===== config.mk =====
export PLATFORM = sky130hd
export DESIGN_NAME = tmr8_unit
export DESIGN_NICKNAME = d
export VERILOG_FILES = /design/src/rtl/tmr8_pkg.sv /design/src/rtl/tmr8_pin_sync.sv /design/src/rtl/tmr8_prescaler.sv /design/src/rtl/tmr8_core.sv /design/src/rtl/tmr8_unit.sv
export SDC_FILE = /design/constraint.sdc
export NUM_CORES = 1
export LEC_CHECK = 0
export BUFFER_PORTS_ARGS = -buffer_cell sky130_fd_sc_hd__buf_4
export CAP_MARGIN = 25
export CELL_PAD_IN_SITES_DETAIL_PLACEMENT = 0
export CELL_PAD_IN_SITES_GLOBAL_PLACEMENT = 2
export CORE_MARGIN = 2
export CORE_UTILIZATION = 29
export CTS_CLUSTER_SIZE = 14
export DETAILED_ROUTE_END_ITERATION = 10
export PLACE_DENSITY = 0.72
export RECOVER_POWER = 100
export SLEW_MARGIN = 20
export SYNTH_ARGS = -nofsm -noshare
export SYNTH_HDL_FRONTEND = slang
export SYNTH_SLANG_ARGS = --single-unit

===== constraint.sdc =====
create_clock -name clk_i -period 1.7 [get_ports clk_i]
set_input_delay 0 -clock clk_i [delete_from_list [all_inputs] [get_ports clk_i]]
set_output_delay 0 -clock clk_i [all_outputs]
set_load 0.005 [all_outputs]

===== src/rtl/tmr8_pkg.sv =====
package tmr8_pkg;
  localparam int unsigned CNT_W_DEF  = 8;
  localparam int unsigned PRE_W_DEF  = 8;
  localparam int unsigned SYNC_N_DEF = 2;
  localparam int unsigned HOLD_N_DEF = 2;

  typedef enum logic {
    ADDR_CNT = 1'b0,
    ADDR_CTL = 1'b1
  } reg_addr_e;

  // control register bit positions
  localparam int unsigned CTL_FLAG = 0;
  localparam int unsigned CTL_IEN  = 1;
endpackage


===== src/rtl/tmr8_pin_sync.sv =====
module tmr8_pin_sync #(
  parameter int unsigned SYNC_N = 2
) (
  input  logic clk_i,
  input  logic rst_ni,
  input  logic pin_i,
  input  logic fall_sel_i,
  output logic edge_o
);
  // SYNC_N synchronizer stages plus one delayed copy for edge detect
  logic [SYNC_N:0] sh_q;
  logic            cur, prev;

  always_ff @(posedge clk_i or negedge rst_ni) begin
    if (!rst_ni) sh_q <= '0;
    else         sh_q <= {sh_q[SYNC_N-1:0], pin_i};
  end

  assign cur    = sh_q[SYNC_N-1];
  assign prev   = sh_q[SYNC_N];
  assign edge_o = fall_sel_i ? (prev & ~cur) : (cur & ~prev);
endmodule


===== src/rtl/tmr8_prescaler.sv =====
module tmr8_prescaler #(
  parameter  int unsigned PRE_W  = 8,
  localparam int unsigned RATE_W = $clog2(PRE_W)
) (
  input  logic              clk_i,
  input  logic              rst_ni,
  input  logic              ev_i,
  input  logic              clr_i,
  input  logic [RATE_W-1:0] rate_i,
  output logic              end_ctr_o,
  output logic              end_wdt_o
);
  localparam int unsigned RW1 = RATE_W + 1;

  logic [PRE_W-1:0] pcnt_q;
  logic [PRE_W-1:0] mask_ctr, mask_wdt;

  // counter path taps one stage deeper than the watchdog path
  for (genvar i = 0; i < PRE_W; i++) begin : g_mask
    assign mask_ctr[i] = RW1'(i) <= {1'b0, rate_i};
    assign mask_wdt[i] = RW1'(i) <  {1'b0, rate_i};
  end

  assign end_ctr_o = &(pcnt_q | ~mask_ctr);
  assign end_wdt_o = &(pcnt_q | ~mask_wdt);

  always_ff @(posedge clk_i or negedge rst_ni) begin
    if (!rst_ni)   pcnt_q <= '0;
    else if (clr_i) pcnt_q <= '0;
    else if (ev_i)  pcnt_q <= pcnt_q + PRE_W'(1);
  end
endmodule


===== src/rtl/tmr8_core.sv =====
module tmr8_core #(
  parameter  int unsigned CNT_W  = 8,
  parameter  int unsigned HOLD_N = 2,
  localparam int unsigned HOLD_W = $clog2(HOLD_N + 1)
) (
  input  logic             clk_i,
  input  logic             rst_ni,
  input  logic             inc_i,
  input  logic             wr_cnt_i,
  input  logic             wr_ctl_i,
  input  logic [CNT_W-1:0] wdata_i,
  output logic [CNT_W-1:0] cnt_o,
  output logic             flag_o,
  output logic             ien_o
);
  logic [CNT_W-1:0]  cnt_q;
  logic [HOLD_W-1:0] hold_q;
  logic              flag_q, ien_q, ovf;

  assign ovf = inc_i & ~wr_cnt_i & (hold_q == '0) & (&cnt_q);

  always_ff @(posedge clk_i or negedge rst_ni) begin
    if (!rst_ni) begin
      cnt_q  <= '0;
      hold_q <= '0;
    end else if (wr_cnt_i) begin
      cnt_q  <= wdata_i;
      hold_q <= HOLD_W'(HOLD_N);
    end else if (hold_q != '0) begin
      hold_q <= hold_q - HOLD_W'(1);
    end else if (inc_i) begin
      cnt_q  <= cnt_q + CNT_W'(1);
    end
  end

  // software write beats a same-edge overflow
  always_ff @(posedge clk_i or negedge rst_ni) begin
    if (!rst_ni) begin
      flag_q <= 1'b0;
      ien_q  <= 1'b0;
    end else if (wr_ctl_i) begin
      flag_q <= wdata_i[tmr8_pkg::CTL_FLAG];
      ien_q  <= wdata_i[tmr8_pkg::CTL_IEN];
    end else if (ovf) begin
      flag_q <= 1'b1;
    end
  end

  assign cnt_o  = cnt_q;
  assign flag_o = flag_q;
  assign ien_o  = ien_q;
endmodule


===== src/rtl/tmr8_unit.sv =====
module tmr8_unit #(
  parameter  int unsigned CNT_W  = tmr8_pkg::CNT_W_DEF,
  parameter  int unsigned PRE_W  = tmr8_pkg::PRE_W_DEF,
  parameter  int unsigned SYNC_N = tmr8_pkg::SYNC_N_DEF,
  parameter  int unsigned HOLD_N = tmr8_pkg::HOLD_N_DEF,
  localparam int unsigned RATE_W = $clog2(PRE_W)
) (
  input  logic              clk_i,
  input  logic              rst_ni,
  input  logic              src_ext_i,
  input  logic              fall_edge_i,
  input  logic              presc_wdt_i,
  input  logic [RATE_W-1:0] rate_i,
  input  logic              pin_i,
  input  logic              wdt_tick_i,
  input  logic              bus_we_i,
  input  logic              bus_addr_i,
  input  logic [CNT_W-1:0]  bus_wdata_i,
  output logic [CNT_W-1:0]  bus_rdata_o,
  output logic              irq_o,
  output logic              wdt_ev_o
);
  import tmr8_pkg::*;

  logic             pin_edge, src_ev, pre_ev, inc;
  logic             end_ctr, end_wdt;
  logic             wr_cnt, wr_ctl, pre_clr;
  logic [CNT_W-1:0] cnt_w;
  logic             flag_w, ien_w;

  assign wr_cnt  = bus_we_i & (bus_addr_i == ADDR_CNT);
  assign wr_ctl  = bus_we_i & (bus_addr_i == ADDR_CTL);
  assign pre_clr = wr_cnt & ~presc_wdt_i;

  tmr8_pin_sync #(.SYNC_N(SYNC_N)) u_sync (
    .clk_i      (clk_i),
    .rst_ni     (rst_ni),
    .pin_i      (pin_i),
    .fall_sel_i (fall_edge_i),
    .edge_o     (pin_edge)
  );

  assign src_ev = src_ext_i ? pin_edge : 1'b1;
  assign pre_ev = presc_wdt_i ? wdt_tick_i : src_ev;

  tmr8_prescaler #(.PRE_W(PRE_W)) u_pre (
    .clk_i     (clk_i),
    .rst_ni    (rst_ni),
    .ev_i      (pre_ev),
    .clr_i     (pre_clr),
    .rate_i    (rate_i),
    .end_ctr_o (end_ctr),
    .end_wdt_o (end_wdt)
  );

  assign inc      = presc_wdt_i ? src_ev : (src_ev & end_ctr);
  assign wdt_ev_o = presc_wdt_i ? (wdt_tick_i & end_wdt) : wdt_tick_i;

  tmr8_core #(.CNT_W(CNT_W), .HOLD_N(HOLD_N)) u_core (
    .clk_i    (clk_i),
    .rst_ni   (rst_ni),
    .inc_i    (inc),
    .wr_cnt_i (wr_cnt),
    .wr_ctl_i (wr_ctl),
    .wdata_i  (bus_wdata_i),
    .cnt_o    (cnt_w),
    .flag_o   (flag_w),
    .ien_o    (ien_w)
  );

  assign irq_o       = flag_w & ien_w;
  assign bus_rdata_o = (bus_addr_i == ADDR_CTL) ? {{(CNT_W-2){1'b0}}, ien_w, flag_w} : cnt_w;
endmodule


-- Word level (Yosys, flattened, before mapping)
Cells that the tools add are included.
- $lt $le $gt $ge: 14
- bitwise logic cells: 20
- eq/ne operators: 1
- reductions and logical operators: 10
- add/subtract/negate cells: 3
- multiplexer cells: 15
- operator list (cell ; count):
    $mux 8 ; 6
    $reduce_and 8->1 ; 3
    $add 8x1->8 const B ; 2
    $or 8x8->8 ; 2
    $le 3x3->1 const A ; 4
    $and 1x1->1 ; 11
    $reduce_bool 2->1 ; 5
    $lt 3x3->1 const A ; 3
    $not 7->8 ; 1
    $not 8->8 ; 1
    $mux 1 ; 7
    $le 2x3->1 const A ; 2
    $lt 1x3->1 const A ; 2
    $lt 2x3->1 const A ; 2
    $not 1->1 ; 5
    $mux 2 ; 2
    $le 1x3->1 const A ; 1
    $logic_not 2->1 ; 1
    $ne 2x1->1 const B ; 1
    $reduce_and 2->1 ; 1
    $sub 2x1->2 const B ; 1
- output and inout port bits: 10
- word-level logic and storage cells: 69
- input bits: 20
- bits in registers: 23

-- Longest topological paths before layout
- depth after elaboration: 11
- depth in mapped cells: 7
- gate-level depth less buffers: 6

-- By module
Synthesis repeated with hierarchy kept, for this count alone.
- cell total of the unflattened synthesis: 154
- area total of the unflattened synthesis: 1396.3 sq um
- by module, submodules not included (module ; times used ; area each (sq um) ; sequential area each (sq um) ; cells each):
    tmr8_core ; 1 ; 661.9 ; 300.3 ; 69
    tmr8_prescaler ; 1 ; 489.2 ; 200.2 ; 58
    tmr8_unit ; 1 ; 147.6 ; 0.0 ; 21
    tmr8_pin_sync ; 1 ; 97.6 ; 75.1 ; 6

-- Least setup slack after synthesis
Ideal clock, no wire load.
- path type: reg-to-reg
- start point: reg u_core.hold_q[0]
- end point: reg u_core.cnt_q[2] (netlist: u_core.cnt_o[2])
- setup slack: 0.006 ns
- clock period less this slack: 1.694 ns
- setup time: 0.082 ns
- cell stages (with the launch flop): 8
- data required time: 1.618 ns
- arrival time: 1.612 ns
- buffers on the path: 1
- cell sequence: dfrtp_1 -> inv_1 -> ha_1 -> o31a_1 -> nand3_1 -> clkbuf_1 -> or4_1 -> a31oi_1
- longest elaborated chain between the ends: 3
- ends and longest elaborated chain (what ; RTL line ; source):
    start: declaration ; tmr8_core.sv:17 ; logic [HOLD_W-1:0] hold_q;
    start signal: assignment ; tmr8_core.sv:28 ; hold_q <= HOLD_W'(HOLD_N);
    start signal: assignment ; tmr8_core.sv:30 ; hold_q <= hold_q - HOLD_W'(1);
    $reduce_bool 2->1 ; tmr8_core.sv:29 ; end else if (hold_q != '0) begin
    $ne 2x1->1 (no line) ; n/a ;
    $reduce_and 2->1 (no line) ; n/a ;
    end signal: assignment ; tmr8_core.sv:27 ; cnt_q <= wdata_i;
    end signal: assignment ; tmr8_core.sv:32 ; cnt_q <= cnt_q + CNT_W'(1);
    end: declaration ; tmr8_core.sv:16 ; logic [CNT_W-1:0] cnt_q;
No other way between the ends.
A chain may end at the register's enable or synchronous reset.

-- Worst setup path after layout
- start point: reg u_core.hold_q[0]
- end point: reg u_core.cnt_q[3] (netlist: u_core.cnt_o[3])
The elaborated chain is that of the path after synthesis.

==> impl_results.md <==
- Status: finished with violations
- Failing checks: setup timing
- Yosys warning count: 0
- Leak: 0.874 nW
- Worst hold path class: input pin to flop
- Crit path max fanout: 10
- Starting DRC count in detailed routing: 113
- Vias in the first global route: 1353
- # setup viols final: 2
- Clock latency on the worst-skew pair: approximately 0.27 ns
- Ys flop type: dfrtp_1
- Final GP Congestion: ~0.94
- PnR worst setup slack: -0.00558 ns
- Row count: 25
- Post-synthesis sequential area ratio: 0.399
- Fillcell total: 491
- Pins over their slew limit: 0
- Final Hold Fails: 0
- Die width: 74.5 µm
- Synth cell types: 39
- Largest net degree at the start of global routing: 24
- EDFF count, synth: 0
- CTS tree: built
- Max Root-Sink Buffers: 2
- DR vias: 1427
- Clock skew: 0.00514 ns
- Multi-input gate area: 826 µm²
- Avg Cell Area, Syn: 9.07 µm²
- Area leader, netlist: dfrtp_1
- Min Tclk post-route: 1.71 ns
- Routed len/inst: 13.9 µm
- Ports: 30
- Wirelength, routed: 3.92 mm
- Commonest non-fill, non-tap cell in the layout: buf_4
- Share of cells above drive strength 1: 0.294
- Core Box Area: 4750 µm²
- Final net count: 238
- Port buffer count: 29
- Setup Slack @ Placement: approximately 0.0049 ns
- Antenna Cells: 0
- Gr usage total: 0.151
- CTS Root Cell: clkbuf_8
- Die Area: 5550 µm²
- P&R area growth vs syn: 39.0%
- RSZ-0062 raised after global routing: true
- Clock sink count: 23
- Post-Synthesis Cells: 159
- MaxCap Viol Count: 0
- Antenna Nets Post-Route: 0
- Vias per inst: 5.08
- Most frequent cells in the layout: buf_4 (35), dfrtp_1 (22), nor2_1 (20)
- Reg clk slew, reported paths: 0.09 ns
- Initial antenna violation count: 0
- Synth top area share: 0.399
- Critical Path RT: about 1.9 ns
- Hold_ws: 0.00308 ns
- Synth top area cells: dfrtp_1 (40%), nor2_1 (5.2%), a31oi_1 (3.5%)
- Tightest Pin Transition: 1.33 ns
- CP endpoint kind: flop
- Relative slew slack: 0.113
- CP Class: flop to flop
- Syn_nets: 182
- H-tree Lvls: 1
- Register Area: 577 µm²
- First-pass GRT wire length: 6.49 mm
- CTS buffer count: 3
- Worst Path Arrival: 1.90 ns
- Power density cells: 986 nW/µm²
- Initial Utilization: 0.303
- Yosys reg bits: 23
- GRT overflow: 0
- Residual DRC: 0
- Pre-Repair DR Iteration Count: 4
- Achievable frequency: roughly 600 MHz
- Pwr Total: slightly below 0.002 W
- Synth async-reset ratio: 1.00
- Critical Path Source Type: flop
- VDD IR-drop max: 0.000533 V
- Crit share post-route: 1.00
- Detailed placement HPWL: 2.97 mm
- Mapped Area: about 1400 µm²
- Die Span Y: between 70 and 80 µm
-- layout make-up --
type / instances / share of cell area
inverters: 5 / 0.00936
clock inverters: 1 / 0.00374
flip-flops and latches: 23 / 0.288
multi-input cells: 125 / 0.412
repair buffers: 57 / 0.225
well taps: 67 / 0.0418
clock buffers: 3 / 0.0206
-- where the power goes --
part | switching, W | internal, W | total [W]
sequential | 0.000136 | 0.000672 | 0.000807
combinational | 0.000384 | 0.000434 | 0.000818
clock | 0.000187 | 0.000166 | 0.000353
total | 0.000707 | 0.00127 | 0.00198
-- synth_stat cells, types with 2 or more instances --
library cell,instances
a21oi_1,4
a31oi_1,8
and3_1,3
clkbuf_1,5
dfrtp_1,23
ha_1,3
inv_1,5
mux2_2,4
nand2_1,11
nand2b_1,5
nand3_1,7
nand4b_1,2
nor2_1,20
nor2b_1,7
o2111ai_1,3
o211ai_1,4
o21ai_0,8
o221ai_1,3
o31ai_1,4
o41ai_1,2
or4_1,6
xor2_1,5
-- path summary, 6_finish.rpt --
kind	start	endpoint	slack, ns	depth (start not counted)
setup / recovery	u_core.hold_q[0]	u_core.cnt_o[3]	-0.006	7
hold / removal	bus_wdata_i[0]	u_core.flag_o	0.003	3
setup reg to reg	u_core.hold_q[0]	u_core.cnt_o[3]	-0.006	7
hold reg to reg	u_sync.sh_q[0]	u_sync.sh_q[1]	0.36	0
max in group asynchronous	rst_ni	u_pre.pcnt_q[0]	0.28	2
min in group asynchronous	rst_ni	u_core.hold_q[0]	0.55	2
-- flip-flops by register name, indices dropped and copies added (netlist names) --
signal / flops
u_core.cnt_o: 8
u_core.hold_q: 2
u_core.ien_o: 1
u_pre.pcnt_q: 8
u_sync.sh_q: 3
u_core.flag_o: 1
-- timing repair --
item,in CTS,in global routing
endpoints found under the hold margin,30,0
setup buffers,0,1
setup endpoints to repair,6,12
hold buffers,7,0
pin swaps,0,5
resized for setup,3,4
-- through the flow --
stage / util / TNS (ns) / area, µm² / cells
after floorplan: - / 0 / 1440 / 159
after global placement: 0.395 / 0 / 1880 / 269
after detailed placement: 0.395 / 0 / 1880 / 269
after CTS: 0.421 / -0.0462 / 2000 / 280
after global routing: 0.422 / -0.448 / 2010 / 281
final: 0.422 / -0.00590 / 2010 / 281
-- metal layers --
metal	vias to the layer above	global-route usage	share of wire
li1	700	-	-
met1	679	0.216	0.49
met2	44	0.235	0.45
met3	4	0.0339	0.053
met4	0	0.0337	0.0089
met5	-	0	0
-- cell families after synthesis --
kind of cell	count (synthesis)	synth area share
flops	23	0.399
xor+xnor	5	0.0304
buf+inv	11	0.0338
fa+ha+maj	3	0.0260
compound gates	44	0.227
mux	4	0.0312
simple gates	69	0.252
-- critical path, cell delays in order (launching register included) --
cell	delay [ns]
dfrtp_1	0.39
inv_1	0.06
ha_2	0.17
o31a_1	0.14
nand3_1	0.09
buf_6	0.16
or4_1	0.46
a31oi_1	0.16
No activity file was read; power rests on OpenSTA's default activity.
